--- src/rtl/nic_reg_pkg.sv ---
package nic_reg_pkg;

   typedef enum logic [4:0] {
      RK_NONE, RK_CFG, RK_CMD, RK_ISTAT, RK_IMASK,
      RK_RXMC, RK_TXMC, RK_RXMK, RK_TXMK, RK_RXFS, RK_TXFS,
      RK_RXDESC, RK_RXDONE, RK_RXWAIT,
      RK_TXDESC, RK_TXDONE, RK_TXWAIT, RK_STN
   } reg_kind_e;

   typedef struct packed {
      reg_kind_e kind;
      logic      can_rd;
      logic      can_wr;
      logic      wide;
   } reg_attr_t;

   localparam logic [11:0] OFF_CFG    = 12'h000;
   localparam logic [11:0] OFF_CMD    = 12'h004;
   localparam logic [11:0] OFF_ISTAT  = 12'h008;
   localparam logic [11:0] OFF_IMASK  = 12'h00C;
   localparam logic [11:0] OFF_RXMC   = 12'h010;
   localparam logic [11:0] OFF_TXMC   = 12'h014;
   localparam logic [11:0] OFF_RXMK   = 12'h018;
   localparam logic [11:0] OFF_TXMK   = 12'h01C;
   localparam logic [11:0] OFF_RXFS   = 12'h020;
   localparam logic [11:0] OFF_TXFS   = 12'h024;
   localparam logic [11:0] OFF_RXDESC = 12'h028;
   localparam logic [11:0] OFF_RXDONE = 12'h030;
   localparam logic [11:0] OFF_RXWAIT = 12'h038;
   localparam logic [11:0] OFF_TXDESC = 12'h040;
   localparam logic [11:0] OFF_TXDONE = 12'h048;
   localparam logic [11:0] OFF_TXWAIT = 12'h050;
   localparam logic [11:0] OFF_STN    = 12'h058;

   localparam int BUSY_BIT      = 32;
   localparam int FULL_BIT      = 33;
   localparam int LOW_BIT       = 34;
   localparam int CMD_RESET_BIT = 0;

   function automatic reg_attr_t reg_lookup(input logic [11:0] off);
      reg_attr_t a;
      a = '{kind: RK_NONE, can_rd: 1'b0, can_wr: 1'b0, wide: 1'b0};
      case (off)
         OFF_CFG:    a = '{RK_CFG,    1'b1, 1'b1, 1'b0};
         OFF_CMD:    a = '{RK_CMD,    1'b0, 1'b1, 1'b0};
         OFF_ISTAT:  a = '{RK_ISTAT,  1'b1, 1'b1, 1'b0};
         OFF_IMASK:  a = '{RK_IMASK,  1'b1, 1'b1, 1'b0};
         OFF_RXMC:   a = '{RK_RXMC,   1'b1, 1'b0, 1'b0};
         OFF_TXMC:   a = '{RK_TXMC,   1'b1, 1'b0, 1'b0};
         OFF_RXMK:   a = '{RK_RXMK,   1'b1, 1'b0, 1'b0};
         OFF_TXMK:   a = '{RK_TXMK,   1'b1, 1'b0, 1'b0};
         OFF_RXFS:   a = '{RK_RXFS,   1'b1, 1'b0, 1'b0};
         OFF_TXFS:   a = '{RK_TXFS,   1'b1, 1'b0, 1'b0};
         OFF_RXDESC: a = '{RK_RXDESC, 1'b0, 1'b1, 1'b1};
         OFF_RXDONE: a = '{RK_RXDONE, 1'b1, 1'b0, 1'b1};
         OFF_RXWAIT: a = '{RK_RXWAIT, 1'b1, 1'b0, 1'b1};
         OFF_TXDESC: a = '{RK_TXDESC, 1'b0, 1'b1, 1'b1};
         OFF_TXDONE: a = '{RK_TXDONE, 1'b1, 1'b0, 1'b1};
         OFF_TXWAIT: a = '{RK_TXWAIT, 1'b1, 1'b0, 1'b1};
         OFF_STN:    a = '{RK_STN,    1'b1, 1'b0, 1'b1};
         default: ;
      endcase
      return a;
   endfunction

endpackage

--- src/rtl/nic_reg_decode.sv ---
module nic_reg_decode
   import nic_reg_pkg::*;
(
   input  logic [11:0] off,
   input  logic        is_write,
   input  logic [3:0]  size,
   input  logic        rx_idle,
   input  logic        tx_idle,
   output reg_kind_e   kind,
   output logic        bad,
   output logic        hold,
   output logic        hold_tx
);
   reg_attr_t attr;
   logic      dir_bad, size_bad, busy_bad;

   assign attr     = reg_lookup(off);
   assign kind     = attr.kind;
   assign dir_bad  = is_write ? !attr.can_wr : !attr.can_rd;
   assign size_bad = size != (attr.wide ? 4'd8 : 4'd4);
   assign busy_bad = is_write &&
                     ((attr.kind == RK_RXDESC && !rx_idle) ||
                      (attr.kind == RK_TXDESC && !tx_idle));
   assign bad      = (attr.kind == RK_NONE) || dir_bad || size_bad || busy_bad;
   assign hold     = !bad && !is_write &&
                     ((attr.kind == RK_RXWAIT && !rx_idle) ||
                      (attr.kind == RK_TXWAIT && !tx_idle));
   assign hold_tx  = (attr.kind == RK_TXWAIT);
endmodule

--- src/rtl/nic_reg_status.sv ---
module nic_reg_status
   import nic_reg_pkg::*;
#(
   parameter int          PKTW       = 16,
   parameter int          CNTW       = 8,
   parameter int          LW         = 20,
   parameter bit          SAT_COUNT  = 1'b1,
   parameter int unsigned TX_MAXCOPY = 16384,
   parameter int unsigned TX_MARK    = 16384
) (
   input  logic [PKTW-1:0] rx_pkts,
   input  logic [PKTW-1:0] tx_pkts,
   input  logic [LW-1:0]   tx_free,
   input  logic [LW-1:0]   tx_level,
   input  logic            rx_idle,
   input  logic            tx_idle,
   output logic [63:0]     rx_word,
   output logic [63:0]     tx_word
);
   localparam int NCH = 2;

   logic [PKTW-1:0] pk  [NCH];
   logic [CNTW-1:0] cnt [NCH];

   assign pk[0] = rx_pkts;
   assign pk[1] = tx_pkts;

   for (genvar c = 0; c < NCH; c++) begin : g_cnt
      if (PKTW > CNTW) begin : g_narrow
         if (SAT_COUNT) begin : g_sat
            assign cnt[c] = (|pk[c][PKTW-1:CNTW]) ? '1 : pk[c][CNTW-1:0];
         end else begin : g_trunc
            assign cnt[c] = pk[c][CNTW-1:0];
         end
      end else begin : g_wide
         assign cnt[c] = CNTW'(pk[c]);
      end
   end

   always_comb begin
      rx_word                = '0;
      rx_word[CNTW-1:0]      = cnt[0];
      rx_word[BUSY_BIT]      = !rx_idle;
      tx_word                = '0;
      tx_word[CNTW-1:0]      = cnt[1];
      tx_word[BUSY_BIT]      = !tx_idle;
      tx_word[FULL_BIT]      = tx_free < LW'(TX_MAXCOPY);
      tx_word[LOW_BIT]       = tx_level < LW'(TX_MARK);
   end
endmodule

--- src/rtl/nic_reg_front.sv ---
module nic_reg_front
   import nic_reg_pkg::*;
#(
   parameter int          AW         = 16,
   parameter int          IW         = 32,
   parameter int          PKTW       = 16,
   parameter int          CNTW       = 8,
   parameter int          LW         = 20,
   parameter bit          SAT_COUNT  = 1'b1,
   parameter int unsigned RX_MAXCOPY = 16384,
   parameter int unsigned TX_MAXCOPY = 16384,
   parameter int unsigned RX_MARK    = 49152,
   parameter int unsigned TX_MARK    = 16384,
   parameter int unsigned RX_FSZ     = 65536,
   parameter int unsigned TX_FSZ     = 65536,
   parameter logic [47:0] STATION    = 48'h0200_1122_3344,
   parameter logic [31:0] IMASK_RST  = 32'h0000_0015
) (
   input  logic            clk,
   input  logic            rst_n,
   input  logic            req_valid,
   output logic            req_ready,
   input  logic            req_write,
   input  logic [AW-1:0]   req_addr,
   input  logic [3:0]      req_size,
   input  logic [63:0]     req_wdata,
   output logic            resp_valid,
   output logic            resp_error,
   output logic [63:0]     resp_rdata,
   input  logic            resp_ready,
   input  logic [PKTW-1:0] rx_pkts,
   input  logic [PKTW-1:0] tx_pkts,
   input  logic [LW-1:0]   tx_free,
   input  logic [LW-1:0]   tx_level,
   input  logic            rx_idle,
   input  logic            tx_idle,
   input  logic [IW-1:0]   intr_post,
   output logic [31:0]     cfg_word,
   output logic [IW-1:0]   intr_mask,
   output logic [IW-1:0]   intr_status,
   output logic            dev_reset,
   output logic            rx_desc_stb,
   output logic [63:0]     rx_desc,
   output logic            tx_desc_stb,
   output logic [63:0]     tx_desc
);
   localparam int OFFW = 12;

   if (AW < OFFW) begin : g_chk_aw
      $error("nic_reg_front: AW must be at least 12");
   end
   if (IW < 1 || IW > 32) begin : g_chk_iw
      $error("nic_reg_front: IW must be 1..32");
   end
   if (CNTW < 1 || CNTW > 32) begin : g_chk_cntw
      $error("nic_reg_front: CNTW must be 1..32");
   end
   if (LW > 32 || (64'(TX_MAXCOPY) >> LW) != 0 || (64'(TX_MARK) >> LW) != 0) begin : g_chk_lw
      $error("nic_reg_front: LW too narrow for transmit limits");
   end

   reg_kind_e   kind;
   logic        bad, hold, hold_tx;
   logic [63:0] rx_word, tx_word, rd_mux;
   logic        accept, rd_go, wr_go, soft_rst;
   logic [IW-1:0] clr, istat_d;

   logic [31:0]   cfg_q;
   logic [IW-1:0] imask_q, istat_q;
   logic          rv_q, re_q, pend_q, pend_tx_q;
   logic [63:0]   rd_q;

   logic unused_addr;
   assign unused_addr = ^req_addr[AW-1:OFFW];

   nic_reg_decode u_dec (
      .off      (req_addr[OFFW-1:0]),
      .is_write (req_write),
      .size     (req_size),
      .rx_idle  (rx_idle),
      .tx_idle  (tx_idle),
      .kind     (kind),
      .bad      (bad),
      .hold     (hold),
      .hold_tx  (hold_tx)
   );

   nic_reg_status #(
      .PKTW(PKTW), .CNTW(CNTW), .LW(LW), .SAT_COUNT(SAT_COUNT),
      .TX_MAXCOPY(TX_MAXCOPY), .TX_MARK(TX_MARK)
   ) u_stat (
      .rx_pkts(rx_pkts), .tx_pkts(tx_pkts),
      .tx_free(tx_free), .tx_level(tx_level),
      .rx_idle(rx_idle), .tx_idle(tx_idle),
      .rx_word(rx_word), .tx_word(tx_word)
   );

   assign req_ready = !rv_q && !pend_q;
   assign accept    = req_valid && req_ready;
   assign rd_go     = accept && !bad && !req_write && !hold;
   assign wr_go     = accept && !bad && req_write;
   assign soft_rst  = wr_go && kind == RK_CMD && req_wdata[CMD_RESET_BIT];

   always_comb begin
      case (kind)
         RK_CFG:    rd_mux = 64'(cfg_q);
         RK_ISTAT:  rd_mux = 64'(istat_q);
         RK_IMASK:  rd_mux = 64'(imask_q);
         RK_RXMC:   rd_mux = 64'(RX_MAXCOPY);
         RK_TXMC:   rd_mux = 64'(TX_MAXCOPY);
         RK_RXMK:   rd_mux = 64'(RX_MARK);
         RK_TXMK:   rd_mux = 64'(TX_MARK);
         RK_RXFS:   rd_mux = 64'(RX_FSZ);
         RK_TXFS:   rd_mux = 64'(TX_FSZ);
         RK_RXDONE, RK_RXWAIT: rd_mux = rx_word;
         RK_TXDONE, RK_TXWAIT: rd_mux = tx_word;
         RK_STN:    rd_mux = 64'(STATION);
         default:   rd_mux = '0;
      endcase
   end

   always_comb begin
      clr = '0;
      if (rd_go && kind == RK_ISTAT) clr = '1;
      if (wr_go && kind == RK_ISTAT) clr = req_wdata[IW-1:0] & istat_q;
      istat_d = soft_rst ? '0 : ((istat_q & ~clr) | intr_post);
   end

   always_ff @(posedge clk or negedge rst_n) begin
      if (!rst_n) begin
         cfg_q   <= '0;
         imask_q <= IMASK_RST[IW-1:0];
         istat_q <= '0;
      end else begin
         istat_q <= istat_d;
         if (soft_rst) begin
            cfg_q   <= '0;
            imask_q <= IMASK_RST[IW-1:0];
         end else if (wr_go) begin
            if (kind == RK_CFG)   cfg_q   <= req_wdata[31:0];
            if (kind == RK_IMASK) imask_q <= req_wdata[IW-1:0];
         end
      end
   end

   always_ff @(posedge clk or negedge rst_n) begin
      if (!rst_n) begin
         rv_q <= 1'b0; re_q <= 1'b0; rd_q <= '0;
         pend_q <= 1'b0; pend_tx_q <= 1'b0;
      end else begin
         if (rv_q && resp_ready) rv_q <= 1'b0;
         if (accept) begin
            if (bad) begin
               rv_q <= 1'b1; re_q <= 1'b1; rd_q <= '0;
            end else if (hold) begin
               pend_q <= 1'b1; pend_tx_q <= hold_tx;
            end else begin
               rv_q <= 1'b1; re_q <= 1'b0;
               rd_q <= req_write ? '0 : rd_mux;
            end
         end else if (pend_q && (pend_tx_q ? tx_idle : rx_idle)) begin
            pend_q <= 1'b0;
            rv_q   <= 1'b1; re_q <= 1'b0;
            rd_q   <= pend_tx_q ? tx_word : rx_word;
         end
      end
   end

   always_ff @(posedge clk or negedge rst_n) begin
      if (!rst_n) begin
         dev_reset <= 1'b0; rx_desc_stb <= 1'b0; tx_desc_stb <= 1'b0;
         rx_desc <= '0; tx_desc <= '0;
      end else begin
         dev_reset   <= soft_rst;
         rx_desc_stb <= wr_go && kind == RK_RXDESC;
         tx_desc_stb <= wr_go && kind == RK_TXDESC;
         if (wr_go && kind == RK_RXDESC) rx_desc <= req_wdata;
         if (wr_go && kind == RK_TXDESC) tx_desc <= req_wdata;
      end
   end

   assign resp_valid  = rv_q;
   assign resp_error  = re_q;
   assign resp_rdata  = rd_q;
   assign cfg_word    = cfg_q;
   assign intr_mask   = imask_q;
   assign intr_status = istat_q;
endmodule

--- config.mk ---
export PLATFORM = sky130hd
export DESIGN_NAME = nic_reg_front
export DESIGN_NICKNAME = d
export VERILOG_FILES = /design/src/rtl/nic_reg_pkg.sv /design/src/rtl/nic_reg_decode.sv /design/src/rtl/nic_reg_status.sv /design/src/rtl/nic_reg_front.sv
export SDC_FILE = /design/constraint.sdc
export NUM_CORES = 1
export LEC_CHECK = 0
export CAP_MARGIN = 15
export CORE_AREA = 2 2 192 194
export CTS_BUF_LIST = sky130_fd_sc_hd__clkbuf_8
export DETAILED_ROUTE_END_ITERATION = 12
export DIE_AREA = 0 0 194 196
export MAX_ROUTING_LAYER = met4
export PLACE_DENSITY = 0.74
export SLEW_MARGIN = 20
export SYNTH_ARGS = -nofsm -noshare
export SYNTH_HDL_FRONTEND = slang
export SYNTH_HIERARCHICAL = 1
export SYNTH_SLANG_ARGS = --single-unit
export TNS_END_PERCENT = 100
--- constraint.sdc ---
create_clock -name clk -period 2.6 [get_ports clk]
set_input_delay 0.52 -clock clk [delete_from_list [all_inputs] [get_ports clk]]
set_output_delay 0.52 -clock clk [all_outputs]
set_load 0.03 [all_outputs]
==> After elaboration in Yosys (flattened, before gate mapping) <==
Index checks and enable logic that the tools add are counted.
Widths: inputs -> output; s select.
{ "op_classes": {"bitwise": 5, "eq_ne": 37, "n_mux": 34, "reduce_logical": 52, "n_lt_le_gt_ge": 2} }
{ "op_table": {"columns": ["op", "count"], "rows": [
  ["$pmux 42 s9", 1],
  ["$mux 64", 5],
  ["$mux 32", 9],
  ["$pmux 8 s17", 1],
  ["$and 32x32->32", 2],
  ["$eq 12x6->1 const B", 5],
  ["$eq 12x5->1 const B", 4],
  ["$eq 12x7->1 const B", 4],
  ["$eq 5x4->1 const B", 8],
  ["$lt 20x15->1 const B", 2],
  ["$mux 35", 1],
  ["$not 32->32", 1],
  ["$or 32x32->32", 1],
  ["$eq 12x4->1 const B", 2],
  ["$logic_and 1x1->1", 21],
  ["$eq 5x3->1 const B", 4],
  ["$mux 8", 2],
  ["$reduce_or 8->1", 2],
  ["$mux 1", 14],
  ["$eq 12x3->1 const B", 1],
  ["$logic_not 12->1", 1],
  ["$eq 5x2->1 const B", 2],
  ["$eq 5x5->1 const B", 2],
  ["$logic_not 1->1", 9],
  ["other kinds (13)", 26]
]} }
{ "totals": {"out_inout_bits": 294, "elab_cells": 143, "ff_bits": 295, "inputBits": 195} }

==> Longest topological paths before layout <==
{ "depth": {"ltp_word": 19, "ltp_mapped": 14, "depth_no_buf": 11} }

==> By module <==
Netlist, hierarchy kept.
{ "modules_own_cells": {"columns": ["module", "area_per_inst_um2", "cells_per_inst", "instances", "seq_area_each_um2"], "rows": [
  ["nic_reg_front", 13674.4, 1199, 1, 7385.8],
  ["nic_reg_status", 1017.2, 135, 1, 0.0],
  ["nic_reg_decode", 474.2, 69, 1, 0.0]
]} }

==> Worst setup path after synthesis <==
OpenSTA, ideal clock, no wires.
{ "synth_path": {"path_type": "input to register", "from": "in req_addr[5]", "to": "reg istat_q[12], in the netlist intr_status[12]", "n_path_buf": 3, "cell_stages": 14, "setup_ns": 0.067, "slack_ns": -0.768, "arrival_time_ns": 3.301, "required_time_ns": 2.533, "path_cell_list": "buf_6 > nor4b_2 > inv_1 > a221oi_2 > a41oi_1 > o311ai_1 > inv_1 > and3_1 > clkbuf_1 > nand2_1 > inv_1 > a41oi_1 > buf_2 > a32o_1"} }
{ "synth_via": {"word_cells_on_any_way": 58, "classes_between": "eq/ne (23); mux (6); bitwise (3); reduce/logical (26)"} }
{ "synth_lines": {"columns": ["element", "line", "source"], "rows": [
  ["from (decl)", "nic_reg_front.sv:24", "input logic [AW-1:0] req_addr,"],
  ["$eq 12x7->1 (tied with other cells)", "nic_reg_pkg.sv:43", "case (off)"],
  ["$pmux 8 s17 (*)", "nic_reg_pkg.sv:43", null],
  ["via kind[3]", "nic_reg_front.sv:62", "reg_kind_e kind;"],
  ["$eq 5x4->1, on equally long branches", "nic_reg_decode.sv:22, nic_reg_decode.sv:23", null],
  ["$logic_and 1x1->1, on equally long branches", "nic_reg_decode.sv:22, nic_reg_decode.sv:23", null],
  ["$logic_or 1x1->1", "nic_reg_decode.sv:22", "((attr.kind == RK_RXDESC && !rx_idle) ||"],
  ["$logic_and 1x1->1", "nic_reg_decode.sv:21", "assign busy_bad = is_write &&"],
  ["$logic_or 1x1->1 (*)", "nic_reg_decode.sv:24", "assign bad = (attr.kind == RK_NONE) || dir_bad || size_bad || busy_bad;"],
  ["via bad", "nic_reg_front.sv:63", "logic bad, hold, hold_tx;"],
  ["$logic_not 1->1 (*)", "nic_reg_front.sv:101", "assign wr_go = accept && !bad && req_write;"],
  ["$logic_and 1x1->1 (*) (2 in series)", "nic_reg_front.sv:101", null],
  ["$logic_and 1x1->1 (*) (2 in series)", "nic_reg_front.sv:102", "assign soft_rst = wr_go && kind == RK_CMD && req_wdata[CMD_RESET_BIT];"],
  ["via soft_rst", "nic_reg_front.sv:65", "logic accept, rd_go, wr_go, soft_rst;"],
  ["$mux 32 (*)", "nic_reg_front.sv:126", "istat_d = soft_rst ? '0 : ((istat_q & ~clr) | intr_post);"],
  ["via istat_d[12]", "nic_reg_front.sv:66", "logic [IW-1:0] clr, istat_d;"],
  ["to (signal assigned)", "nic_reg_front.sv:135", "istat_q <= istat_d;"],
  ["to (decl)", "nic_reg_front.sv:69", "logic [IW-1:0] imask_q, istat_q;"]
]} }
The timed path passes the listed nets; every way through them passes the cells marked *.
A chain may end at the register's enable or synchronous reset.

==> Final worst setup path <==
{ "layout_path": {"from": "in req_addr[8]", "to": "reg rx_desc[9]"} }
{ "layout_via": {"elab_chain_cells": 11, "word_cells_on_any_way": 37, "classes_between": "eq/ne (19); mux (3); reduce/logical (15)"} }
{ "layout_rtl": {"columns": ["element", "line", "source"], "rows": [
  ["$eq 12x7->1 (tied with other cells)", "nic_reg_pkg.sv:43", null],
  ["$pmux 8 s17 (*)", "nic_reg_pkg.sv:43", null],
  ["$eq 5x4->1 (tied with other cells)", "nic_reg_decode.sv:22", null],
  ["$logic_and 1x1->1 (tied with other cells)", "nic_reg_decode.sv:22", null],
  ["$logic_or 1x1->1, on equally long branches", "nic_reg_decode.sv:22, nic_reg_decode.sv:24", null],
  ["$logic_and 1x1->1 / $logic_or 1x1->1 (equally long branches)", "nic_reg_decode.sv:21, nic_reg_decode.sv:24", null],
  ["$logic_or 1x1->1 (*)", "nic_reg_decode.sv:24", null],
  ["via bad", "nic_reg_front.sv:63", null],
  ["$logic_not 1->1 (*)", "nic_reg_front.sv:101", null],
  ["$logic_and 1x1->1 (*) (2 in series)", "nic_reg_front.sv:101", null],
  ["$logic_and 1x1->1 (*)", "nic_reg_front.sv:177", "if (wr_go && kind == RK_RXDESC) rx_desc <= req_wdata;"],
  ["to (signal assigned)", "nic_reg_front.sv:177", null],
  ["to (decl)", "nic_reg_front.sv:43", "output logic [63:0] rx_desc,"]
]} }
Marks and branches as above.

==> metrics <==
Setup Total Neg Slack -48.01 ns; sequential power share 0.419; Sw Ratio 0.279; post-route setup slack -0.299 ns; period utilization 1.12; Final Total Pwr 11,500 µW; clock sinks 295; nets 2,262; synth cell count leaders dfrtp_1, mux2_2, nand2_1; Cells after Synth 1,403; num rows 70; GPL Wtd Cong 0.927; DIE WIDTH 194 µm; crit-path max FO 6; P_sw 3200 µW; CP delay by family, top buffers and inverters; failing checks setup timing; pre-CTS worst setup slack -1.32 ns; area delta synth->final 71.5%; WL/cell 25.5 µm; RSZ-0062 raised after global routing true; first-pass iteration count of the detailed router 7; Final Routed Wirelength 65,700 µm; mean post-synth cell area 10.8 µm²; Final Hold Vio Count 0; WP data required 3.12 ns; Clock Skews 0.0378 ns; FF-to-FF setup slack 0.36 ns; Power Density 441 nW/µm²; antenna violations before repair 2; die height 196 µm; critical path type in2reg; Tmin final 2.90 ns; port bufs 456; post-synth top area cell dfrtp_1; logic gate share of total power 0.143; Worst-Skew Late Latency 0.67 ns; Synth Register Bits 295; max_cap viols 0; WP data arrival 3.42 ns; Setup violations, final 283; Yosys cell types 65; dominant synthesized flop cell dfrtp_1; die area 38,000 µm²; top-area cell type share of the netlist area 0.482; top post-synthesis cells by area dfrtp_1, mux2_2, buf_4, nand2_1, mux2i_1; worst rel slew slack 0.513; pin count of the biggest net entering global routing 65; Slew Viols, Final 0; vias per cell 5.69; critical path's slowest cell o31a_1; CTS clk-pin slew, worst paths 0.08 ns; # IOs 489; DRC viols 0; Cell Area, Synth 15,200 µm²; CTS Buf Count 52; yosys warns 6; max frequency 345 MHz; internal power 8270 µW; share of cells above drive strength 1 0.373; crit path buf inv count 7; CP max stage delay 0.33 ns; Async SR Flop Fraction 1.00; Worst Hold Class in2async; Max Root-Sink Buffers 3; total core area 36,100 µm²; first-pass GRT wire length 92,400 µm; initial drt markers 999; CTS tree done; Initial Utilization 0.420; status finished with violations; via total after detailed routing 14,679; H-tree levels 2; Worst Setup End Kind flip-flop; number of global-route vias before repair 15,211; Max IR drop VDD 0.000398 V; Worst-Margin Slew 0.721 ns; clock power share 0.438; # fillers 2,341; Post-DP HPWL 39,100 µm; count leader, synth dfrtp_1; Root Buffer clkbuf_8; CP cell instances buf_6, nor4_4, buf_4, nand2_4, o31a_1, a2111oi_4, o311ai_4, inv_4, nand3_4, buf_6, nor4_4, buf_12, buf_8, buf_12, mux2_4; Startpoint Class input pin; post-synthesis sequential area ratio 0.487; GR Overflow Total 0; Total Routing Usage GR 0.325; antenna-violating nets left 0; EDFF count, synth 0; Pleak 0.0108 µW
[path summary, 6_finish.rpt]
path,from,end,depth (start not counted)
worst min register to register,intr_mask[4],intr_mask[4],2
worst max register to register,resp_valid,rx_desc[9],8
worst min-delay path,rst_n,tx_desc[33],2
max in group asynchronous,rst_n,intr_mask[2],3
min in group clk,intr_post[28],intr_status[28],2
worst max-delay path,req_addr[8],rx_desc[9],15
[cells by family (layout without fill, tap and decap cells)]
family	after synthesis	in the layout	share of synthesized area
other	1	110	0.000247
AND/OR/NAND/NOR	281	285	0.0897
XOR/XNOR	1	1	0.000578
buffers and inverters	239	834	0.0908
AO/OA/AOI/OAI	369	369	0.175
multiplexers	217	217	0.157
flip-flops	295	295	0.487
[cells in the final DEF, fill, tap and decap left out, types with 7 or more instances in the layout]
cell type        netlist  final
clkbuf_8               0     63
a221oi_2               1     14
nor3_1                13      7
o22a_1                33     32
buf_6                  7     48
nand2_2                0     65
mux2_2               158     31
buf_12                 0     54
dfrtp_1              292    291
o311ai_0              10      8
o2bb2ai_1             19     15
clkdlybuf4s50_1        0    443
buf_16                 0     15
o21ai_1                1     29
a22oi_1               62     41
inv_1                 27     41
a221o_1               11     11
nor2_1                47     41
nand2_1              155     53
a21oi_1               38     34
nand3b_1              19     19
buf_4                108    109
o21ai_2                0     57
a22oi_2                0     21
conb_1                 1    108
nand2b_1               7      7
a31oi_1               14      7
a32o_1                33     30
nand2_4                0     35
buf_8                  0     17
nor2_4                 0      8
o21ai_0              104     17
clkbuf_16              0     14
mux2i_1               55     52
mux2_4                 0    131
[metrics by stage]
step | utilization | instance area, µm² | std cells | hold WS [ns]
final | 0.721 | 26000 | 2579 | 0.422
after CTS | 0.683 | 24600 | 2550 | 0.426
after floorplan | - | 16300 | 1510 | 0.224
after detailed placement | 0.588 | 21200 | 2352 | 0.469
after global placement | 0.588 | 21200 | 2352 | 0.464
after global routing | 0.721 | 26000 | 2579 | 0.445
[routing by layer]
| layer | up-vias | share of wire | global-route usage |
|---|---|---|---|
| met2 | 750 | 0.50 | 0.538 |
| met1 | 7413 | 0.36 | 0.369 |
| met4 | 0 | 0.059 | 0.168 |
| li1 | 6319 | - | - |
| met3 | 197 | 0.081 | 0.0782 |
| met5 | - | 0 | - |
[final cells by class]
class / instances / area, µm² / share of cell area
clock inverters: 33 / 314 / 0.0121
inverters: 27 / 129 / 0.00496
flip-flops and latches: 295 / 7390 / 0.284
multi-input cells: 980 / 8730 / 0.336
diodes: 2 / 5.00 / 0.000192
clock buffers: 63 / 867 / 0.0333
well taps: 468 / 586 / 0.0225
repair buffers: 711 / 7990 / 0.307
[worst reg2reg max path, delay by kind of cell (launching register included)]
kind | cells | cell delay [ns]
AND/OR/NAND/NOR | 3 | 0.76
buffers and inverters | 4 | 0.60
multiplexers | 1 | 0.31
flip-flops | 1 | 0.46
[state kept, by name, indices dropped and copies added (netlist names)]
| register | cells |
|---|---|
| cfg_word | 32 |
| dev_reset | 1 |
| intr_mask | 32 |
| intr_status | 32 |
| pend_q | 1 |
| pend_tx_q | 1 |
| resp_error | 1 |
| resp_rdata | 64 |
| resp_valid | 1 |
| rx_desc | 64 |
| rx_desc_stb | 1 |
| tx_desc | 64 |
| tx_desc_stb | 1 |
[what timing repair did]
action | CTS | global route
endpoints found under the hold margin | 58 | 0
cloned | 30 | 17
setup buffers | 77 | 44
pin swaps | 65 | 121
gates resized for setup | 290 | 312
endpoints found under the setup margin | 293 | 291
hold buffers | 1 | 0
[power by group through the flow]
stage / Sequential [µW] / Clock, µW / Combinational, µW
after floorplan: 5130 / 0 / 478
after global placement: 4880 / 0 / 1390
after detailed placement: 4880 / 0 / 1410
after CTS: 4800 / 4970 / 1480
after global routing: 4820 / 5240 / 1740
final: 4800 / 5020 / 1640
Note: power is estimated with default switching activity, not from simulation.
